--- src/rtl/mtx_pkg.sv ---
package mtx_pkg;

  typedef enum logic [2:0] {
    SEG_IDLE  = 3'd0,
    SEG_ARMED = 3'd1,
    SEG_PRE   = 3'd2,
    SEG_SFD   = 3'd3,
    SEG_DATA  = 3'd4
  } seg_e;

  typedef enum logic [1:0] {
    PAT_ONES    = 2'd0,
    PAT_ZEROS   = 2'd1,
    PAT_ONEZERO = 2'd2,
    PAT_ZEROONE = 2'd3
  } pre_pat_e;

endpackage

--- src/rtl/mtx_halfbit_timer.sv ---
module mtx_halfbit_timer #(
  parameter int HALF_CYC = 4
) (
  input  logic clk,
  input  logic rst_ni,
  input  logic bit_tick,
  output logic mid_pulse
);
  localparam int TW = $clog2(HALF_CYC + 1);
  localparam logic [TW-1:0] LAST = TW'(HALF_CYC);

  logic [TW-1:0] cnt_q, cnt_d;

  always_comb begin
    cnt_d = cnt_q;
    if (bit_tick)               cnt_d = TW'(1);
    else if (cnt_q == LAST)     cnt_d = '0;
    else if (cnt_q != '0)       cnt_d = cnt_q + TW'(1);
  end

  always_ff @(posedge clk or negedge rst_ni) begin
    if (!rst_ni) cnt_q <= '0;
    else         cnt_q <= cnt_d;
  end

  assign mid_pulse = (cnt_q == LAST);
endmodule

--- src/rtl/mtx_frame_seq.sv ---
module mtx_frame_seq
  import mtx_pkg::*;
#(
  parameter int DATA_W   = 8,
  parameter int PLEN_W   = 4,
  parameter int LSEL_W   = 2,
  parameter int MIN_CHAR = 5,
  parameter int CNT_W    = 4
) (
  input  logic              clk,
  input  logic              rst_ni,
  input  logic              bit_tick,
  input  logic              mid_pulse,
  input  logic              tx_valid,
  input  logic [DATA_W-1:0] tx_data,
  input  logic [1:0]        cfg_pre_pat,
  input  logic [PLEN_W-1:0] cfg_pre_len,
  input  logic              cfg_invert,
  input  logic              cfg_sync,
  input  logic [LSEL_W-1:0] cfg_len_sel,
  output logic              tx_ready,
  output seg_e              seg,
  output logic [CNT_W-1:0]  cnt,
  output logic              hsel,
  output logic              data_lsb,
  output pre_pat_e          pat_q,
  output logic              inv_q,
  output logic              sync_q
);
  seg_e              seg_q, seg_d;
  logic [CNT_W-1:0]  cnt_q, cnt_d, dlast_q, dlast_d;
  logic              hsel_q, hsel_d;
  logic [DATA_W-1:0] sh_q, sh_d;
  pre_pat_e          pat_d;
  logic [PLEN_W-1:0] plen_q, plen_d;
  logic              inv_d, sync_d;
  logic              step;
  logic [CNT_W-1:0]  seg_last;

  assign step = bit_tick | mid_pulse;

  always_comb begin
    case (seg_q)
      SEG_PRE:  seg_last = CNT_W'(plen_q) - CNT_W'(1);
      SEG_SFD:  seg_last = sync_q ? CNT_W'(2) : CNT_W'(0);
      default:  seg_last = dlast_q;
    endcase
  end

  always_comb begin
    seg_d   = seg_q;
    cnt_d   = cnt_q;
    hsel_d  = hsel_q;
    sh_d    = sh_q;
    dlast_d = dlast_q;
    pat_d   = pat_q;
    plen_d  = plen_q;
    inv_d   = inv_q;
    sync_d  = sync_q;
    case (seg_q)
      SEG_IDLE: begin
        if (tx_valid) begin
          seg_d   = SEG_ARMED;
          sh_d    = tx_data;
          pat_d   = pre_pat_e'(cfg_pre_pat);
          plen_d  = cfg_pre_len;
          inv_d   = cfg_invert;
          sync_d  = cfg_sync;
          dlast_d = CNT_W'(MIN_CHAR - 1) + CNT_W'(cfg_len_sel);
        end
      end
      SEG_ARMED: begin
        if (bit_tick) begin
          cnt_d  = '0;
          hsel_d = 1'b0;
          seg_d  = (plen_q != '0) ? SEG_PRE : SEG_SFD;
        end
      end
      default: begin
        if (step) begin
          if (!hsel_q) begin
            hsel_d = 1'b1;
          end else begin
            hsel_d = 1'b0;
            if (seg_q == SEG_DATA) sh_d = {1'b0, sh_q[DATA_W-1:1]};
            if (cnt_q == seg_last) begin
              cnt_d = '0;
              case (seg_q)
                SEG_PRE: seg_d = SEG_SFD;
                SEG_SFD: seg_d = SEG_DATA;
                default: seg_d = SEG_IDLE;
              endcase
            end else begin
              cnt_d = cnt_q + CNT_W'(1);
            end
          end
        end
      end
    endcase
  end

  always_ff @(posedge clk or negedge rst_ni) begin
    if (!rst_ni) begin
      seg_q   <= SEG_IDLE;
      cnt_q   <= '0;
      hsel_q  <= 1'b0;
      sh_q    <= '0;
      dlast_q <= '0;
      pat_q   <= PAT_ONES;
      plen_q  <= '0;
      inv_q   <= 1'b0;
      sync_q  <= 1'b0;
    end else begin
      seg_q   <= seg_d;
      cnt_q   <= cnt_d;
      hsel_q  <= hsel_d;
      sh_q    <= sh_d;
      dlast_q <= dlast_d;
      pat_q   <= pat_d;
      plen_q  <= plen_d;
      inv_q   <= inv_d;
      sync_q  <= sync_d;
    end
  end

  assign tx_ready = (seg_q == SEG_IDLE);
  assign seg      = seg_q;
  assign cnt      = cnt_q;
  assign hsel     = hsel_q;
  assign data_lsb = sh_q[0];
endmodule

--- src/rtl/mtx_line_encoder.sv ---
module mtx_line_encoder
  import mtx_pkg::*;
#(
  parameter int CNT_W = 4
) (
  input  seg_e             seg,
  input  logic [CNT_W-1:0] cnt,
  input  logic             hsel,
  input  logic             data_lsb,
  input  pre_pat_e         pat,
  input  logic             inv,
  input  logic             sync,
  output logic             line
);
  logic bval;
  logic first_lvl;
  logic sync_early;

  always_comb begin
    bval = 1'b0;
    case (pat)
      PAT_ONES:    bval = (seg == SEG_PRE);
      PAT_ZEROS:   bval = 1'b0;
      PAT_ONEZERO: bval = ~cnt[0];
      PAT_ZEROONE: bval = cnt[0];
      default:     bval = 1'b0;
    endcase
    if (seg == SEG_DATA) bval = data_lsb;
    if (seg == SEG_SFD)  bval = 1'b0;
    first_lvl  = bval ^ inv;
    sync_early = (cnt == '0) || ((cnt == CNT_W'(1)) && !hsel);
    case (seg)
      SEG_PRE, SEG_DATA: line = hsel ? ~first_lvl : first_lvl;
      SEG_SFD: begin
        if (sync) line = sync_early ? inv : ~inv;
        else      line = hsel ? ~first_lvl : first_lvl;
      end
      default:  line = 1'b1;
    endcase
  end
endmodule

--- src/rtl/manchester_tx.sv ---
module manchester_tx
  import mtx_pkg::*;
#(
  parameter int DATA_W   = 8,
  parameter int PLEN_W   = 4,
  parameter int LSEL_W   = 2,
  parameter int MIN_CHAR = 5,
  parameter int HALF_CYC = 4
) (
  input  logic              clk,
  input  logic              rst_n,
  input  logic              bit_tick,
  input  logic              tx_valid,
  output logic              tx_ready,
  input  logic [DATA_W-1:0] tx_data,
  input  logic [1:0]        cfg_pre_pat,
  input  logic [PLEN_W-1:0] cfg_pre_len,
  input  logic              cfg_invert,
  input  logic              cfg_sync,
  input  logic [LSEL_W-1:0] cfg_len_sel,
  output logic              line_out,
  output logic              busy
);
  localparam int DW_BITS = $clog2(DATA_W + 1);
  localparam int CNT_W   = (PLEN_W > DW_BITS) ? PLEN_W : DW_BITS;

  logic             rst_meta_q, rst_sync_q;
  logic             mid_pulse;
  seg_e             seg;
  logic [CNT_W-1:0] cnt;
  logic             hsel, data_lsb, inv_q, sync_q;
  pre_pat_e         pat_q;

  always_ff @(posedge clk or negedge rst_n) begin
    if (!rst_n) begin
      rst_meta_q <= 1'b0;
      rst_sync_q <= 1'b0;
    end else begin
      rst_meta_q <= 1'b1;
      rst_sync_q <= rst_meta_q;
    end
  end

  mtx_halfbit_timer #(.HALF_CYC(HALF_CYC)) u_timer (
    .clk(clk), .rst_ni(rst_sync_q), .bit_tick(bit_tick), .mid_pulse(mid_pulse)
  );

  mtx_frame_seq #(
    .DATA_W(DATA_W), .PLEN_W(PLEN_W), .LSEL_W(LSEL_W),
    .MIN_CHAR(MIN_CHAR), .CNT_W(CNT_W)
  ) u_seq (
    .clk(clk), .rst_ni(rst_sync_q), .bit_tick(bit_tick), .mid_pulse(mid_pulse),
    .tx_valid(tx_valid), .tx_data(tx_data), .cfg_pre_pat(cfg_pre_pat),
    .cfg_pre_len(cfg_pre_len), .cfg_invert(cfg_invert), .cfg_sync(cfg_sync),
    .cfg_len_sel(cfg_len_sel), .tx_ready(tx_ready), .seg(seg), .cnt(cnt),
    .hsel(hsel), .data_lsb(data_lsb), .pat_q(pat_q), .inv_q(inv_q), .sync_q(sync_q)
  );

  mtx_line_encoder #(.CNT_W(CNT_W)) u_enc (
    .seg(seg), .cnt(cnt), .hsel(hsel), .data_lsb(data_lsb),
    .pat(pat_q), .inv(inv_q), .sync(sync_q), .line(line_out)
  );

  assign busy = (seg != SEG_IDLE);
endmodule

--- config.mk ---
export PLATFORM = sky130hd
export DESIGN_NAME = manchester_tx
export DESIGN_NICKNAME = d
export VERILOG_FILES = /design/src/rtl/mtx_pkg.sv /design/src/rtl/mtx_halfbit_timer.sv /design/src/rtl/mtx_frame_seq.sv /design/src/rtl/mtx_line_encoder.sv /design/src/rtl/manchester_tx.sv
export SDC_FILE = /design/constraint.sdc
export NUM_CORES = 1
export LEC_CHECK = 0
export ABC_AREA = 0
export BUFFER_PORTS_ARGS = -buffer_cell sky130_fd_sc_hd__buf_2
export CORE_ASPECT_RATIO = 0.6
export CORE_MARGIN = 1
export CORE_UTILIZATION = 50
export DETAILED_ROUTE_END_ITERATION = 16
export PLACE_DENSITY = 0.72
export SLEW_MARGIN = 15
export SYNTH_ARGS = -nofsm -noshare
export SYNTH_HDL_FRONTEND = slang
export SYNTH_SLANG_ARGS = --single-unit
--- constraint.sdc ---
create_clock -name clk -period 2.4 [get_ports clk]
set_input_delay 0.12 -clock clk [delete_from_list [all_inputs] [get_ports clk]]
set_output_delay 0.12 -clock clk [all_outputs]
set_load 0.02 [all_outputs]
==> out/summary.txt, run 1 <==
CP top delay family - simple AND/OR/NAND/NOR gates
Pre-CTS WS - 373.1 ps
Register share of total power - 36.5%
Period minus WS final - 2249 ps
Clock buffer depth - 2
Initial DRC Count - 124
Clk pwr share - 15.1%
Crit path largest cell delay - 520 ps
Cell Pwr Density - 1272 nW/um^2
WP depth - 7
Reg2Reg Depth - 8
Antenna cell count - 0
Largest net degree at the start of global routing - 17
Worst Max-Slew Pin Slew - 650.0 ps
Main synth FF type - dfrtp_1
FP Rows - 17
Synth Register Bits - 32
Synth top area share - 41.40%
Max cap viols - 0
Layout Nets - 253
Clock Sinks - 32
Post-DR vias/cell - 5.429
Residual DRC - 0
Crit path max-delay cell type - dfrtp_1
Fraction of registers with async set/reset - 100.0%
DR pass1 iterations - 4
Routability cong. - 0.9102
Height of the die - 50.18 microns
Post-synth EDFFs - 0
Slew Limit Fails - 0
Final Non-Filler Cells - 273
Setup violators final - 0
Worst Path Required - 2280 ps
Total CTS buffers - 5
Post-Syn Area - 1934 sq um
RSZ-0062 raised after global routing - no
Port Buf Inserts - 24
Worst Slack Setup Final - 151.4 ps
Synth Instances - 197
Fin. Hold Viols - 0
Vias in the first global route - 1354
WHS Path Cells - 3
Setup TNS - 0 ps
Leakage - 0.9828 nW
Switch share - 40.55%
Initial cell density of the core - 52.57%
Most common cell in the synthesized netlist - dfrtp_1
Core area - 3680 sq um
Status - completed
CP Buf/Inv Count - 1
Via count - 1482
NetSw - 1.130 mW
Initial antenna violation count - 0
Top cells by count, synth - dfrtp_1, nand2_1, o21ai_0
Yosys top cell by area - dfrtp_1
DP HPWL - 2.876 mm
Die width - 82.30 microns
Peak supply drop - 0.0008294 V
CP Launch Type - register
Final Core Density - 59.57%
Period utilisation layout - 93.69%
Routed wire per std cell - 13.79 microns
Congestion Overflow GR - 0
Logic pwr share - 48.3%
Setup CP Type - reg2out
Die area - 4130 sq um
CTS root buf - clkbuf_8
CTS tree - built
IO Pins - 25
First-pass GRT wire length - 6.603 mm
Mapped Avg Cell Area - 9.819 sq um
Synth top area cells - dfrtp_1, mux2_2, mux2i_1, nand2_1, ha_1
Internal Pwr Total - 1.658 mW
CTS H-tree lvls - 2
GR Util All Layers - 21.85%
Synth cell types - 50
Clk Latency, worst-skew pair - 280 ps
Clock-pin slew of the registers on the worst-case setup and hold paths - 60 ps
CP Capture Type - primary output
Slew Limit Headroom - 56.66%
Max Fclk - 444.7 MHz
CP arrival - 2130 ps
Critical Path Fanout Max - 11
Layout cell share with drive strength beyond 1 - 25.66%
Final wirelength - 3.765 mm
ANT nets after route - 0
Min-delay worst type - in2reg
Syn Nets - 225
Worst hold margin - 46.01 ps
Area growth syn-to-layout - 13.32%
Post-synthesis sequential area ratio - 41.40%
Skew final - 6.794 ps
Cells after DPL - 262
Crit-path cells - or4b_4 -> a21oi_2 -> o21ai_2 -> xnor2_2 -> nand3_1 -> a32o_1 -> buf_2
Yosys warnings - 0
per-stage QoR:
step | power [mW] | cell area, sq um
3_5_place_dp | 2.339 | 2076
2_1_floorplan | 2.074 | 1934
6_report | 2.788 | 2192
5_1_grt | 3.038 | 2192
4_1_cts | 2.772 | 2176
3_3_place_gp | 2.301 | 2076
worst paths after layout:
kind                                               end  slack [ps]                startpoint
min in group asynchronous         rst_meta_q$_DFF_PN0_         140                     rst_n
setup reg to reg              u_seq.cnt[1]$_DFFE_PN0P_         380  u_seq.seg[2]$_DFFE_PN0P_
hold reg to reg             u_seq.pat_q[1]$_DFFE_PN0P_         270      rst_sync_q$_DFF_PN0_
hold / removal             u_seq.plen_q[0]$_DFFE_PN0P_          50            cfg_pre_len[0]
max in group asynchronous     u_seq.seg[2]$_DFFE_PN0P_        1450      rst_sync_q$_DFF_PN0_
setup / recovery                              line_out         150  u_seq.seg[1]$_DFFE_PN0P_
power by group through the flow:
stage	clock network, mW	logic (mW)	registers, mW
6_report	0.422	1.35	1.02
5_1_grt	0.458	1.52	1.06
4_1_cts	0.435	1.31	1.03
3_5_place_dp	0	1.31	1.03
3_3_place_gp	0	1.27	1.03
2_1_floorplan	0	1.17	0.901
metal layers:
metal | share of wire, % | track usage, %
met1 | 54 | 35.59
met3 | 5.5 | 6.000
met2 | 40 | 27.55
met5 | 0 | 0
met4 | 0.37 | 5.263
state kept, by name, summed over array words and instances, names as in the netlist:
name	flops
rst_meta_q	1
u_seq.sync_q	1
u_seq.dlast_q	3
u_seq.cnt	4
u_seq.seg	3
u_seq.plen_q	4
u_timer.cnt_q	3
u_seq.hsel	1
u_seq.inv_q	1
rst_sync_q	1
u_seq.pat_q	2
u_seq.sh_q	8
timing repair:
| action | in CTS | in global routing |
|---|---|---|
| hold buffers | 1 | 0 |
| setup buffers | 0 | 2 |
| endpoints found under the hold margin | 2 | 0 |
| resized for setup | 0 | 1 |
| setup endpoints to repair | 0 | 1 |
kinds of logic after synthesis:
kind of cell	share of synthesized area, %
AOI/OAI and AO/OA	14.81
adders and majority gates	3.881
muxes	11.00
xor gates and xnor gates	4.916
buffers and inverters	6.145
other	0.1939
and+or+nand+nor	17.66
DFF	41.40
final cells by class:
class                           instances  area, sq um
Timing Repair Buffer                   31        175.2
Tap cell                               47        58.81
Inverter                               13        51.30
Sequential cell                        32        802.0
Multi-Input combinational cell        142         1015
Clock buffer                            8        90.09
Fill cell                             312         1488
layout by cell type (no fill, tap or decap), types with 4 or more instances in the layout:
master,count
nand2_1,26
dfrtp_1,31
nor3_1,4
buf_2,24
nand3_1,6
mux2_2,10
xnor2_1,5
xor2_1,4
o21ai_0,14
inv_1,12
ha_1,6
a21oi_1,8
clkbuf_8,6
mux2i_1,10
nor2_1,8
buf_4,6
worst register-to-register path, cell delays in order (launching register included):
cell and delay [ps]:
dfrtp_2 440, buf_4 170, nor2b_1 110, buf_4 160, mux2i_1 240, o211a_1 200
and3_4 210, nand2_1 110, a32o_1 270
Note: power is estimated with default switching activity, not from simulation.
==> run 2, diff against run 1 <==
- CORE_UTILIZATION: 50 -> 60
- PLACE_DENSITY: 0.72 -> 0.83
- SETUP_SLACK_MARGIN: not set -> 0.1
==> run 2 against run 1 <==
Die area fell by 16%. Clock skew fell by 2.2 ps. Combinational power barely moved. Sequential cell count did not move. Largest cell class unchanged. Highest routed layer unchanged.
==> out/summary.txt, run 2 (synthesis gave the netlist of run 1 again) <==
Area growth syn-to-layout - 12.74%
Post-DR vias/cell - 5.678 (+4.6%)
Final Non-Filler Cells - 267 (-2.2%)
GR Util All Layers - 27.33% (+5.5 points)
Total CTS buffers - 5 (unchanged)
Layout cell share with drive strength beyond 1 - 25.78% (+0.11 points)
Slew Limit Headroom - 48.40% (-8.3 points)
Setup TNS - 0 ps (unchanged)
Core area - 2965 sq um (-19%)
Congestion Overflow GR - 0 (unchanged)
Height of the die - 45.98 microns (-8.4%)
Largest net degree at the start of global routing - 21 (+4)
Die area - 3462 sq um (-16%)
Period utilisation layout - 93.25% (-0.44 points)
Peak supply drop - 0.0007506 V (-9.5%)
Port Buf Inserts - 24 (unchanged)
Crit-path cells - or4b_4 -> a21oi_2 -> o21ai_2 -> xnor2_2 -> nand3_1 -> a32o_1 -> buf_2
Setup violators final - 0 (unchanged)
Initial antenna violation count - 0 (unchanged)
FP Rows - 15 (-2)
RSZ-0062 raised after global routing - yes
Worst Max-Slew Pin Slew - 774.0 ps (+124.0 ps)
Clock Sinks - 32 (unchanged)
CTS tree - built
Pre-CTS WS - 184.5 ps (-188.5 ps)
Die width - 75.30 microns (-8.5%)
Critical Path Fanout Max - 9 (-2)
Setup CP Type - reg2out
Cells after DPL - 255 (-2.7%)
Initial cell density of the core - 65.23% (+13 points)
Clock buffer depth - 2 (unchanged)
CTS root buf - clkbuf_8
Worst Path Required - 2280 ps (about the same)
DR pass1 iterations - 4 (unchanged)
Leakage - 0.9804 nW (-0.25%)
Most frequent cells in the layout - dfrtp_1, nand2_1, buf_2
Max cap viols - 0 (unchanged)
Initial DRC Count - 151 (+22%)
Fin. Hold Viols - 0 (unchanged)
Max Fclk - 446.8 MHz (+0.47%)
Crit path max-delay cell type - or4b_4
CP arrival - 2120 ps (about the same)
Residual DRC - 0 (unchanged)
Largest register FFs - 8 (unchanged)
ANT nets after route - 0 (unchanged)
Clk Latency, worst-skew pair - 280 ps (about the same)
Largest register by flop count - u_seq.sh_q
First-pass GRT wire length - 6.603 mm (unchanged)
Status - completed
CP Launch Type - register
Clock-pin slew of the registers on the worst-case setup and hold paths - 70 ps (about the same)
Cell Pwr Density - 1300 nW/um^2 (+2.2%)
# fillers - 227 (-27%)
Vias in the first global route - 1374 (+1.5%)
Min-delay worst type - in2reg
Antenna cell count - 0 (unchanged)
Final wirelength - 4.111 mm (+9.2%)
Period minus WS final - 2238 ps (-10.56 ps)
Worst Slack Setup Final - 162.0 ps (+10.56 ps)
CP Capture Type - primary output
Skew final - 4.583 ps (-2.211 ps)
CTS H-tree lvls - 2 (unchanged)
IO Pins - 25 (unchanged)
Layout Nets - 252 (-0.40%)
Routed wire per std cell - 15.40 microns (+12%)
DP HPWL - 3.107 mm (+8.0%)
Routability cong. - 0.9709 (+6.7%)
Crit path largest cell delay - 560 ps (+40 ps)
Via count - 1516 (+2.3%)
Slew Limit Fails - 0 (unchanged)
Most common cell after layout, fill and taps aside - dfrtp_1
-- run 2: changes by cell type in the layout (fill, tap and decap cells not counted) --
cell     before  now
buf_4         6    5
nor2b_1       3    2
nor2b_2       0    1
-- run 2: critical path, delay by kind of cell, from the launching register on --
kind | cells | cell delay [ps]
simple gates | 2 | 650
xor+xnor | 1 | 110
buf+inv | 1 | 150
flops | 1 | 470
compound gates | 3 | 450
-- run 2: metal layers --
layer  track usage [%]  part of all wire [%]  vias up
met5                 0                     0        -
met4             8.889                  0.71        0
met3             6.637                   6.2        5
met2             41.61                    46       44
met1             38.60                    47      730
li1                  -                     -      737
-- run 2: per-stage QoR --
stage	power [mW]	area (sq um)	utilization, %	hold WS [ps]
5_1_grt	3.012	2181	73.54	60.28
3_3_place_gp	2.256	2054	69.28	-96.04
6_report	2.835	2181	73.54	44.95
2_1_floorplan	2.074	1934	-	-175.6
4_1_cts	2.788	2156	72.70	34.93
3_5_place_dp	2.356	2054	69.28	-93.42
-- run 2: power breakdown --
group / switching [mW] / internal (mW) / total (mW)
Combinational: 0.701 / 0.664 / 1.37
Clock: 0.189 / 0.234 / 0.423
Sequential: 0.290 / 0.757 / 1.05
-- run 2: final timing paths --
check,startpoint,end,slack [ps],cells after the start
worst max register to register,u_seq.seg[1]$_DFFE_PN0P_,u_seq.cnt[1]$_DFFE_PN0P_,260,6
worst max-delay path,u_seq.seg[2]$_DFFE_PN0P_,line_out,160,7
max in group asynchronous,rst_sync_q$_DFF_PN0_,u_timer.cnt_q[2]$_DFFE_PN0P_,1430,1
min in group asynchronous,rst_n,rst_meta_q$_DFF_PN0_,170,2
worst min register to register,rst_sync_q$_DFF_PN0_,u_seq.dlast_q[2]$_DFFE_PN0P_,320,0
worst min-delay path,cfg_pre_len[0],u_seq.plen_q[0]$_DFFE_PN0P_,40,3
-- run 2: timing repair --
action | in CTS | in global routing
setup buffers | 0 | 3
hold endpoints to repair | 2 | 0
cloned | 0 | 0
endpoints found under the setup margin | 1 | 3
hold buffers | 1 | 0
resized for setup | 1 | 1
-- run 2: layout make-up --
| cell class | count | area (sq um) | share of cell area (%) |
|---|---|---|---|
| Timing Repair Buffer | 30 | 167.7 | 7.688 |
| Clock buffer | 8 | 90.09 | 4.131 |
| Sequential cell | 32 | 802.0 | 36.78 |
| Inverter | 13 | 51.30 | 2.352 |
| Tap cell | 42 | 52.55 | 2.410 |
| Multi-Input combinational cell | 142 | 1017 | 46.64 |
==> run 3, diff against run 2 <==
- ABC_AREA: 0 -> 1
- CORE_UTILIZATION: 60 -> 30
- PLACE_DENSITY: 0.83 -> 0.48
==> run 3 against run 2 <==
Global-route usage down 13 points. Setup slack better by 120 ps. Clock skew rose by 0.82 ps. Design area down 3.1%. Total power shrank 1.7%. Highest routed layer unchanged. Sequential power fell by 6%. Largest cell class unchanged. Die area is 84% higher.
==> out/summary.txt, run 3 <==
Fin. Hold Viols - 0 (unchanged)
Synth top area share - 44.20% (+2.8 points)
DP HPWL - 3.067 mm (-1.3%)
Antenna cell count - 0 (unchanged)
Main synth FF type - dfrtp_1
CP Capture Type - primary output
Post-Syn Area - 1812 sq um (-6.3%)
Via count - 1459 (-3.8%)
FF/Latch Area - 800.8 sq um (-0.16%)
Synth Register Bits - 32 (unchanged)
Status - completed
Period utilisation layout - 88.17% (-5.1 points)
Most common cell in the synthesized netlist - nand2_1
Post-DR vias/cell - 4.421 (-22%)
# fillers - 606 (+170%)
Initial antenna violation count - 0 (unchanged)
Period minus WS final - 2116 ps (-121.9 ps)
Core area - 5702 sq um (+92%)
Reg2reg start - u_seq.seg[0]$_DFFE_PN0P_
Power Total - 2.788 mW (-1.7%)
Worst hold margin - 65.08 ps (+20.13 ps)
Syn Nets - 247 (+9.8%)
Height of the die - 62.20 microns (+35%)
CTS root buf - clkbuf_8
Clk Latency, worst-skew pair - 280 ps (about the same)
Worst Path Required - 2280 ps (about the same)
Yosys top cell by area - dfrtp_1
Cell Area, Placed - 2001 sq um (-2.6%)
Slew Limit Fails - 0 (unchanged)
Layout Nets - 277 (+9.9%)
RSZ-0062 raised after global routing - no
Port Buf Inserts - 24 (unchanged)
Critical R2R Capture - u_seq.sh_q[0]$_DFFE_PN0P_
DR pass1 iterations - 4 (unchanged)
Synth top area cells - dfrtp_1, nand2_1, inv_1, nor2_1, ha_1
CTS H-tree lvls - 2 (unchanged)
FP Rows - 21 (+6)
Mapped Avg Cell Area - 8.273 sq um (-16%)
Synth Instances - 219 (+11%)
Critical Path Fanout Max - 8 (-1)
CP arrival - 2000 ps (-120 ps)
Cells after DPL - 320 (+25%)
Skew final - 5.407 ps (+0.8241 ps)
Post-synthesis sequential area ratio - 44.20% (+2.8 points)
Setup CP Type - reg2out
First-pass GRT wire length - 7.058 mm (+6.9%)
WHS Path Cells - 2 (-1)
Final Non-Filler Cells - 330 (+24%)
Setup violators final - 0 (unchanged)
Largest register by flop count - u_seq.sh_q
Most common cell after layout, fill and taps aside - nand2_1
Fraction of registers with async set/reset - 100.0% (unchanged)
Setup TNS - 0 ps (unchanged)
Clock Sinks - 32 (unchanged)
CP Launch Type - register
Area of the multi-input gates - 873.3 sq um (-14%)
Max cap viols - 0 (unchanged)
Largest net degree at the start of global routing - 24 (+14%)
Peak supply drop - 0.0004217 V (-44%)
Largest register FFs - 8 (unchanged)
Area growth syn-to-layout - 16.64%
Top cells by count, synth - nand2_1, dfrtp_1, inv_1
ANT nets after route - 0 (unchanged)
Synth cell types - 32 (-36%)
Clock buffer depth - 2 (unchanged)
Vias in the first global route - 1421 (+3.4%)
Hold wc startpoint - cfg_invert
Initial DRC Count - 108 (-28%)
Residual DRC - 0 (unchanged)
Die width - 102.3 microns (+36%)
Most frequent cells in the layout - nand2_1, dfrtp_1, buf_2
Final instance area - 2113 sq um (-3.1%)
Congestion Overflow GR - 0 (unchanged)
Hold EP - u_seq.inv_q$_DFFE_PN0P_
Post-synth EDFFs - 0 (unchanged)
Worst R2R Setup Slack - 400 ps (+140 ps)
Yosys warnings - 0 (unchanged)
Reg2Reg Depth - 7 (+1)
Min-delay worst type - in2reg
Total CTS buffers - 5 (unchanged)
CTS tree - built
IO Pins - 25 (unchanged)
Die area - 6364 sq um (+84%)
Initial cell density of the core - 31.78% (-33 points)
Setup bufs post-CTS - 0 (unchanged)
Final wirelength - 3.983 mm (-3.1%)
Routability cong. - 0.8000 (-18%)
GR Util All Layers - 14.57% (-13 points)
Leakage - 1.048 nW (+6.9%)
Clock-pin slew of the registers on the worst-case setup and hold paths - 70 ps (about the same)
Max Fclk - 472.6 MHz (+5.8%)
Cell Pwr Density - 1319 nW/um^2 (+1.5%)
Layout cell share with drive strength beyond 1 - 22.80% (-3.0 points)
Routed wire per std cell - 12.07 microns (-22%)
[run 3: cell types whose count changed after synthesis, sizes merged, moves of 7 or more]
cell and delta:
mux2i -10, nand2 +36, inv +12, nor2 +13, o21ai -7
[run 3: routing by layer]
layer / global-route usage, % / up-vias / share of wire [%]
met5: 0 / - / 0
met4: 4.821 / 0 / 0.43
met3: 4.167 / 2 / 4.6
met2: 16.78 / 26 / 34
met1: 24.29 / 659 / 61
li1: - / 772 / -
[run 3: area by class of cell]
cell class | count | share of cell area [%]
multi-input cells | 157 | 41.33
flip-flops and latches | 32 | 37.89
repair buffers | 27 | 6.986
well taps | 80 | 4.737
inverters | 26 | 4.677
clock buffers | 6 | 3.908
clock inverters | 2 | 0.4737
[run 3: cell families (layout without fill, tap and decap cells)]
family          after synthesis  after routing  synth area share, %
fa+ha+maj                     6              6                4.144
other cells                   1              1               0.2070
flops                        32             32                44.20
mux                           6              6                3.936
buf+inv                      30             61                7.596
simple gates                111            111                28.11
compound gates               27             27                8.909
xor+xnor                      6              6                2.901
[run 3: worst max-delay path, stage by stage, from the launching register on]
cell	delay, ps
dfrtp_1	490
nor3_1	210
inv_1	140
or2_2	310
nand4_1	90
nand2_1	80
o21ai_1	130
nand3_1	100
buf_2	170
[run 3: worst max path at each step]
stage | startpoint | endpoint | cells past startpoint
after floorplan | u_seq.seg[0]$_DFFE_PN0P_ | line_out | 8
after global placement | u_seq.seg[0]$_DFFE_PN0P_ | u_seq.sh_q[6]$_DFFE_PN0P_ | 7
after detailed placement | u_seq.seg[0]$_DFFE_PN0P_ | u_seq.sh_q[2]$_DFFE_PN0P_ | 7
after CTS | u_seq.seg[2]$_DFFE_PN0P_ | line_out | 11
after global routing | u_seq.seg[0]$_DFFE_PN0P_ | u_seq.sh_q[3]$_DFFE_PN0P_ | 7
final | u_seq.seg[0]$_DFFE_PN0P_ | line_out | 8
[run 3: repair_timing]
item	4_1_cts	5_1_grt
gates resized for setup	0	1
hold endpoints to repair	3	0
hold buffers	2	0
endpoints found under the setup margin	0	1
[run 3: power breakdown]
group,internal (mW),switching (mW),total [mW]
registers,0.770,0.221,0.991
logic,0.519,0.845,1.36
clock network,0.229,0.205,0.434
total,1.52,1.27,2.79
[run 3: metrics by stage]
stage / utilization, % / setup WS, ps
2_1_floorplan: - / 808.9
3_3_place_gp: 35.09 / 332.9
3_5_place_dp: 35.09 / 374.2
4_1_cts: 37.06 / 274.2
5_1_grt: 37.06 / 112.2
6_report: 37.06 / 283.9
